$ cat src/rtl/lsq_pkg.sv
package lsq_pkg;

    // What the selected load does this cycle.
    typedef enum logic [1:0] {
        LD_NONE  = 2'd0,
        LD_CACHE = 2'd1,
        LD_FWD   = 2'd2
    } ld_act_e;

endpackage

$ cat src/rtl/lsq_disambig.sv
module lsq_disambig
    import lsq_pkg::*;
#(
    parameter int DEPTH = 8,
    parameter int AW    = 12,
    parameter int BW    = 4,
    localparam int IW   = $clog2(DEPTH)
) (
    input  logic [IW-1:0]             head,
    input  logic [DEPTH-1:0]          vld,
    input  logic [DEPTH-1:0]          st,
    input  logic [DEPTH-1:0]          known,
    input  logic [DEPTH-1:0]          done,
    input  logic [DEPTH-1:0][AW-1:0]  word,
    input  logic [DEPTH-1:0][BW-1:0]  bytes,
    output ld_act_e                   act,
    output logic [IW-1:0]             sel,
    output logic [IW-1:0]             src
);

    logic [DEPTH-1:0]          elig;
    logic [DEPTH-1:0]          hit;
    logic [DEPTH-1:0][IW-1:0]  src_of;

    // One comparator chain per slot: scan older stores from oldest to youngest.
    for (genvar j = 0; j < DEPTH; j++) begin : g_ld
        logic [IW-1:0] age_j;
        logic          blk_j;
        logic          hit_j;
        logic [IW-1:0] src_j;

        assign age_j = IW'(j) - head;

        always_comb begin
            logic [IW-1:0] slot;
            blk_j = 1'b0;
            hit_j = 1'b0;
            src_j = '0;
            for (int k = 0; k < DEPTH; k++) begin
                slot = head + IW'(k);
                if (IW'(k) < age_j && vld[slot] && st[slot]) begin
                    if (!known[slot]) begin
                        blk_j = 1'b1;
                    end else if (word[slot] == word[j]) begin
                        hit_j = 1'b1;
                        src_j = slot;
                    end
                end
            end
            if (hit_j && ((bytes[src_j] & bytes[j]) != bytes[j])) begin
                blk_j = 1'b1;
            end
        end

        assign elig[j]   = vld[j] & ~st[j] & known[j] & ~done[j] & ~blk_j;
        assign hit[j]    = hit_j;
        assign src_of[j] = src_j;
    end

    // Oldest eligible load wins: walk youngest to oldest, last write stays.
    logic found;
    always_comb begin
        logic [IW-1:0] slot;
        found = 1'b0;
        sel   = '0;
        for (int k = DEPTH - 1; k >= 0; k--) begin
            slot = head + IW'(k);
            if (elig[slot]) begin
                found = 1'b1;
                sel   = slot;
            end
        end
    end

    assign act = !found ? LD_NONE : (hit[sel] ? LD_FWD : LD_CACHE);
    assign src = src_of[sel];

endmodule

$ cat src/rtl/lsq_commit.sv
module lsq_commit #(
    parameter int TLB_LAT = 3,
    localparam int TCW    = $clog2(TLB_LAT + 1)
) (
    input  logic clk,
    input  logic rst_n,
    input  logic head_vld,
    input  logic head_st,
    input  logic head_ready,
    input  logic head_tlb,
    input  logic commit_en,
    input  logic wr_ready,
    output logic wr_valid,
    output logic retire
);

    typedef struct packed {
        logic [TCW-1:0] wait_cnt;
    } cmt_state_t;

    cmt_state_t c_q, c_d;
    logic       tlb_ok;
    logic       may_go;

    assign tlb_ok   = !head_tlb || (c_q.wait_cnt == TCW'(TLB_LAT));
    assign may_go   = head_vld && commit_en && head_ready && tlb_ok;
    assign wr_valid = may_go && head_st;
    assign retire   = may_go && (!head_st || wr_ready);

    always_comb begin
        c_d = c_q;
        if (retire) begin
            c_d.wait_cnt = '0;
        end else if (head_vld && head_tlb && c_q.wait_cnt != TCW'(TLB_LAT)) begin
            c_d.wait_cnt = c_q.wait_cnt + TCW'(1);
        end
    end

    always_ff @(posedge clk) begin
        if (!rst_n) c_q <= '0;
        else        c_q <= c_d;
    end

endmodule

$ cat src/rtl/lsq_mem_sched.sv
module lsq_mem_sched
    import lsq_pkg::*;
#(
    parameter int DEPTH   = 8,
    parameter int AW      = 12,
    parameter int DW      = 32,
    parameter int TLB_LAT = 3,
    localparam int BW     = DW / 8,
    localparam int IW     = $clog2(DEPTH),
    localparam int CW     = $clog2(DEPTH + 1)
) (
    input  logic          clk,
    input  logic          rst_n,
    input  logic          alloc_valid,
    input  logic          alloc_store,
    output logic          alloc_ready,
    output logic [IW-1:0] alloc_idx,
    input  logic          agen_valid,
    input  logic [IW-1:0] agen_idx,
    input  logic [AW-1:0] agen_word,
    input  logic [BW-1:0] agen_bytes,
    input  logic [DW-1:0] agen_data,
    input  logic          agen_tlb_miss,
    input  logic          commit_en,
    output logic          ld_req_valid,
    input  logic          ld_req_ready,
    output logic [IW-1:0] ld_req_idx,
    output logic [AW-1:0] ld_req_word,
    output logic [BW-1:0] ld_req_bytes,
    output logic          fwd_valid,
    output logic [IW-1:0] fwd_idx,
    output logic [IW-1:0] fwd_src,
    output logic [DW-1:0] fwd_data,
    output logic          st_wr_valid,
    input  logic          st_wr_ready,
    output logic [AW-1:0] st_wr_word,
    output logic [BW-1:0] st_wr_bytes,
    output logic [DW-1:0] st_wr_data,
    output logic          retire_valid
);

    typedef struct packed {
        logic [DEPTH-1:0]          vld;
        logic [DEPTH-1:0]          st;
        logic [DEPTH-1:0]          known;
        logic [DEPTH-1:0]          tlb;
        logic [DEPTH-1:0]          done;
        logic [DEPTH-1:0][AW-1:0]  word;
        logic [DEPTH-1:0][BW-1:0]  bytes;
        logic [DEPTH-1:0][DW-1:0]  data;
        logic [IW-1:0]             head;
        logic [IW-1:0]             tail;
        logic [CW-1:0]             cnt;
    } lsq_state_t;

    lsq_state_t s_q, s_d;

    ld_act_e       act;
    logic [IW-1:0] sel;
    logic [IW-1:0] src;
    logic          alloc_fire;
    logic          ld_fire;
    logic          head_ready;
    logic          retire;

    lsq_disambig #(.DEPTH(DEPTH), .AW(AW), .BW(BW)) u_disambig (
        .head  (s_q.head),
        .vld   (s_q.vld),
        .st    (s_q.st),
        .known (s_q.known),
        .done  (s_q.done),
        .word  (s_q.word),
        .bytes (s_q.bytes),
        .act   (act),
        .sel   (sel),
        .src   (src)
    );

    assign head_ready = s_q.st[s_q.head] ? s_q.known[s_q.head] : s_q.done[s_q.head];

    lsq_commit #(.TLB_LAT(TLB_LAT)) u_commit (
        .clk        (clk),
        .rst_n      (rst_n),
        .head_vld   (s_q.vld[s_q.head]),
        .head_st    (s_q.st[s_q.head]),
        .head_ready (head_ready),
        .head_tlb   (s_q.tlb[s_q.head]),
        .commit_en  (commit_en),
        .wr_ready   (st_wr_ready),
        .wr_valid   (st_wr_valid),
        .retire     (retire)
    );

    assign alloc_ready  = (s_q.cnt != CW'(DEPTH));
    assign alloc_idx    = s_q.tail;
    assign alloc_fire   = alloc_valid && alloc_ready;
    assign ld_fire      = (act == LD_FWD) || (act == LD_CACHE && ld_req_ready);

    assign ld_req_valid = (act == LD_CACHE);
    assign ld_req_idx   = sel;
    assign ld_req_word  = s_q.word[sel];
    assign ld_req_bytes = s_q.bytes[sel];

    assign fwd_valid    = (act == LD_FWD);
    assign fwd_idx      = sel;
    assign fwd_src      = src;
    assign fwd_data     = s_q.data[src];

    assign st_wr_word   = s_q.word[s_q.head];
    assign st_wr_bytes  = s_q.bytes[s_q.head];
    assign st_wr_data   = s_q.data[s_q.head];
    assign retire_valid = retire;

    always_comb begin
        s_d = s_q;
        if (retire) begin
            s_d.vld[s_q.head] = 1'b0;
            s_d.head          = s_q.head + IW'(1);
        end
        if (alloc_fire) begin
            s_d.vld[s_q.tail]   = 1'b1;
            s_d.st[s_q.tail]    = alloc_store;
            s_d.known[s_q.tail] = 1'b0;
            s_d.tlb[s_q.tail]   = 1'b0;
            s_d.done[s_q.tail]  = 1'b0;
            s_d.tail            = s_q.tail + IW'(1);
        end
        if (agen_valid && s_q.vld[agen_idx]) begin
            s_d.known[agen_idx] = 1'b1;
            s_d.word[agen_idx]  = agen_word;
            s_d.bytes[agen_idx] = agen_bytes;
            s_d.data[agen_idx]  = agen_data;
            s_d.tlb[agen_idx]   = agen_tlb_miss;
        end
        if (ld_fire) begin
            s_d.done[sel] = 1'b1;
        end
        s_d.cnt = s_q.cnt + CW'(alloc_fire) - CW'(retire);
    end

    always_ff @(posedge clk) begin
        if (!rst_n) s_q <= '0;
        else        s_q <= s_d;
    end

endmodule

$ cat config.mk
export PLATFORM = sky130hd
export DESIGN_NAME = lsq_mem_sched
export DESIGN_NICKNAME = d
export VERILOG_FILES = /design/src/rtl/lsq_pkg.sv /design/src/rtl/lsq_disambig.sv /design/src/rtl/lsq_commit.sv /design/src/rtl/lsq_mem_sched.sv
export SDC_FILE = /design/constraint.sdc
export NUM_CORES = 2
export LEC_CHECK = 0
export BUFFER_PORTS_ARGS = -buffer_cell sky130_fd_sc_hd__buf_2
export CAP_MARGIN = 20
export CORE_UTILIZATION = 39
export DETAILED_ROUTE_END_ITERATION = 7
export SYNTH_ARGS = -nofsm -noshare
export SYNTH_HDL_FRONTEND = slang
export SYNTH_SLANG_ARGS = --single-unit
$ cat constraint.sdc
create_clock -name clk -period 21.9 [get_ports clk]
set_input_delay 3.285 -clock clk [delete_from_list [all_inputs] [get_ports clk]]
set_output_delay 3.285 -clock clk [all_outputs]
set_load 0.01 [all_outputs]
==> impl_metrics.py <==
metrics = {
    "routing": {
        "dr.pass1.iters": 8,
        "first_iter_violations": 7968,
        "via_per_inst": 6.94,
        "route.detailed.drc": 1,
        "drt-total-wl_um": 284000,
        "routedWlPerCell_um": 38.7,
        "drtAntennaViolNets": 0,
        "vias": 50900,
    },
    "clock_network": {
        "root_buffer": "clkbuf_16",
        "postCtsSetupBuffers": 0,
        "clkLatencyLatePin_ps": 620,
        "clockBufferDepth": 3,
        "path_clk_slew_ps": 60,
        "hold_buffers": 0,
        "cts_buffers": 45,
        "ctsResizeCount": 0,
        "cts-htree-levels": 2,
        "tritoncts": "built",
        "clock_sinks": 436,
    },
    "power": {
        "p_leak_nw": 16.9,
        "p_int_mw": 1.32,
        "ir_drop_v": 0.0000574,
        "fin_total_pwr_mw": 1.87,
        "combPwrFrac_pct": 14.4,
        "p_sw_mw": 0.545,
        "clkPwrFrac_pct": 42.3,
        "p_seq_share_pct": 43.3,
        "swShare_pct": 29.1,
        "power_density_nw_per_um2": 37.1,
    },
    "global_route": {
        "gr-usage-all-layers_pct": 44.7,
        "gr-total-overflow": 0,
        "grt_antenna_before_repair": 28,
        "grt_pass1_vias": 46700,
        "grt_first_pass_wirelength_um": 387000,
        "grt_max_degree": 149,
    },
    "yosys": {
        "synth-simple-area-share_pct": 20.5,
        "synth_ff_type": "dfxtp_1",
        "syn_area_um2": 47400,
        "synth_nets": 5987,
        "synth_mux_area_share_pct": 19.9,
        "syn_avg_cell_area_um2": 8.03,
        "synth_xor_area_share_pct": 12.1,
        "yosysUniqueCellTypes": 134,
        "synth_compound_area_share_pct": 21.0,
        "synth_top_family_by_area": "compound AO/OA/AOI/OAI gates",
        "synth-seq-cells": 436,
        "synthAdderAreaFrac_pct": 0.538,
        "synth_edf_count": 0,
        "syn_inst": 5908,
        "yosysWarnings": 0,
        "seq_area_frac_synth_pct": 18.4,
        "synthArstFlopShare_pct": 0,
    },
    "cells_and_area": {
        "utilization_pct": 41.9,
        "layout-drive-gt1-share_pct": 16.1,
        "nets": 5760,
        "layout_common_cells": "nand2_1 (1148), xnor2_1 (419), a21boi_0 (417), dfxtp_1 (403), mux2i_1 (301)",
        "final_common_cell": "nand2_1",
        "synthToLayoutAreaGrowth_pct": 6.15,
    },
    "critical_path": {
        "cp.arrival_ps": 14000,
        "end_kind": "primary output",
        "cp_max_fo": 53,
        "worstPathRequired_ps": 18620,
        "crit_type": "flop to primary output",
        "cpMaxStageDelayCell": "a2111oi_2",
        "slowest_delay_ps": 960,
        "cp_common_cell": "buf_4",
        "cp-start-kind": "flop",
        "r2r_setup_slack_ps": 8830,
    },
    "floorplanning": {
        "dieWidth_um": 351,
        "core-area_um2": 120000,
        "core.rowCount": 127,
        "die_h_um": 351,
        "fp.dieArea_um2": 123000,
        "initial_core_util_pct": 39.4,
        "pin_count": 173,
    },
    "sta": {
        "worstMarginPinSlew_ps": 1360,
        "slew_viol_final": 0,
        "max_freq_mhz": 57.9,
        "clock_skew_ps": 33.2,
        "rsz0062_at_grt": "false",
        "setup-tns-final_ps": 0,
        "fin_crit_sh_pct": 78.9,
        "setup_viol": 0,
        "fin_crit_ps": 17280,
        "slew_headroom_pct": 9.45,
        "final_hold_viol_count": 0,
    },
    "place": {
        "routabilityCongestion": 1.09,
        "port-buffer-count": 172,
        "dpl.hpwl_um": 194000,
    },
    "run_status": {
        "status": "finished with violations",
        "violations": "design-rule violations",
    },
    "min_path": {
        "holdCritPathClass": "flop to flop",
    },
    "job": {
        "maxCapViolCount": 0,
    },
}
## metal layers
layer	up-vias	track usage (%)	share of wire, %	wire (µm)
li1	20800	-	-	-
met3	1021	17.3	14	40300
met2	4084	63.0	40	113000
met4	20	26.8	7.5	21400
met5	-	0	0.049	138
met1	25000	57.2	39	109000
## cell usage after synthesis (55+ instances only)
| master | number | area [µm²] |
|---|---|---|
| mux4_2 | 221 | 4980 |
| buf_1 | 76 | 285 |
| nor2_1 | 233 | 875 |
| nand3_1 | 149 | 746 |
| nand4_1 | 81 | 507 |
| nand2_1 | 1148 | 4310 |
| mux2_2 | 74 | 833 |
| nor4_1 | 70 | 438 |
| inv_1 | 80 | 300 |
| xor2_1 | 231 | 2020 |
| a21boi_0 | 417 | 3130 |
| buf_2 | 98 | 490 |
| o21ai_0 | 142 | 711 |
| clkbuf_1 | 334 | 1250 |
| buf_4 | 55 | 413 |
| dfxtp_1 | 436 | 8730 |
| xnor2_1 | 419 | 3670 |
| mux2i_1 | 301 | 3010 |
| nor3_1 | 91 | 455 |
| a21oi_1 | 143 | 716 |
## worst paths after layout
check                         from                     to  depth (start not counted)
max reg2reg    s_q[7]$_SDFFE_PN0P_    s_q[401]$_SDFF_PN0_                         27
min          s_q[360]$_SDFFE_PN0P_  s_q[360]$_SDFFE_PN0P_                          2
max            s_q[7]$_SDFFE_PN0P_            fwd_data[4]                         30
min reg2reg  s_q[360]$_SDFFE_PN0P_  s_q[360]$_SDFFE_PN0P_                          2
## power by group through the flow
stage          Sequential [mW]  Clock, mW  Combinational [mW]
2_1_floorplan            0.822          0               0.174
3_3_place_gp             0.826          0               0.257
3_5_place_dp             0.826          0               0.258
4_1_cts                  0.808      0.798               0.258
5_1_grt                  0.809      0.827               0.278
6_report                 0.809      0.791               0.270
## critical path: cells and delay by family, from the launching register on
| kind | cells | cell delay (ps) |
|---|---|---|
| AOI/OAI and AO/OA | 8 | 3700 |
| buffers and inverters | 7 | 3440 |
| and+or+nand+nor | 8 | 2330 |
| muxes | 5 | 1700 |
| DFF | 1 | 910 |
| adders and majority gates | 1 | 840 |
| xor gates and xnor gates | 1 | 250 |
## stage by stage
stage | area [µm²] | setup slack [ps] | std cells | hold WS (ps)
2_1_floorplan | 47400 | 8440 | 5908 | 449
3_3_place_gp | 48800 | 5660 | 7239 | 452
3_5_place_dp | 48800 | 5650 | 7241 | 458
4_1_cts | 50300 | 5000 | 7320 | 467
5_1_grt | 50300 | 4280 | 7326 | 481
6_report | 50300 | 4620 | 7334 | 462
## final cells by class
cell class / count / area (µm²)
diodes: 9 / 22.5
clock buffers: 62 / 1280
clock inverters: 17 / 188
fillers: 12200 / 69900
inverters: 106 / 403
multi-input cells: 4730 / 35300
flip-flops and latches: 436 / 8780
well taps: 1612 / 2020
repair buffers: 362 / 2350
## registers in the layout, indices dropped and copies added, names as in the netlist
register	flops
s_q	431
alloc_idx	3
u_commit.c_q	2
## logic make-up (layout without fill, tap and decap cells)
family,Yosys count,in the layout
AO/OA/AOI/OAI,1325,1325
XOR/XNOR,652,652
adder cells (fa/ha/maj),20,20
buffers and inverters,742,547
flip-flops,436,436
multiplexers,625,625
other,0,9
AND/OR/NAND/NOR,2108,2108
(Power assumes the default switching activity.)
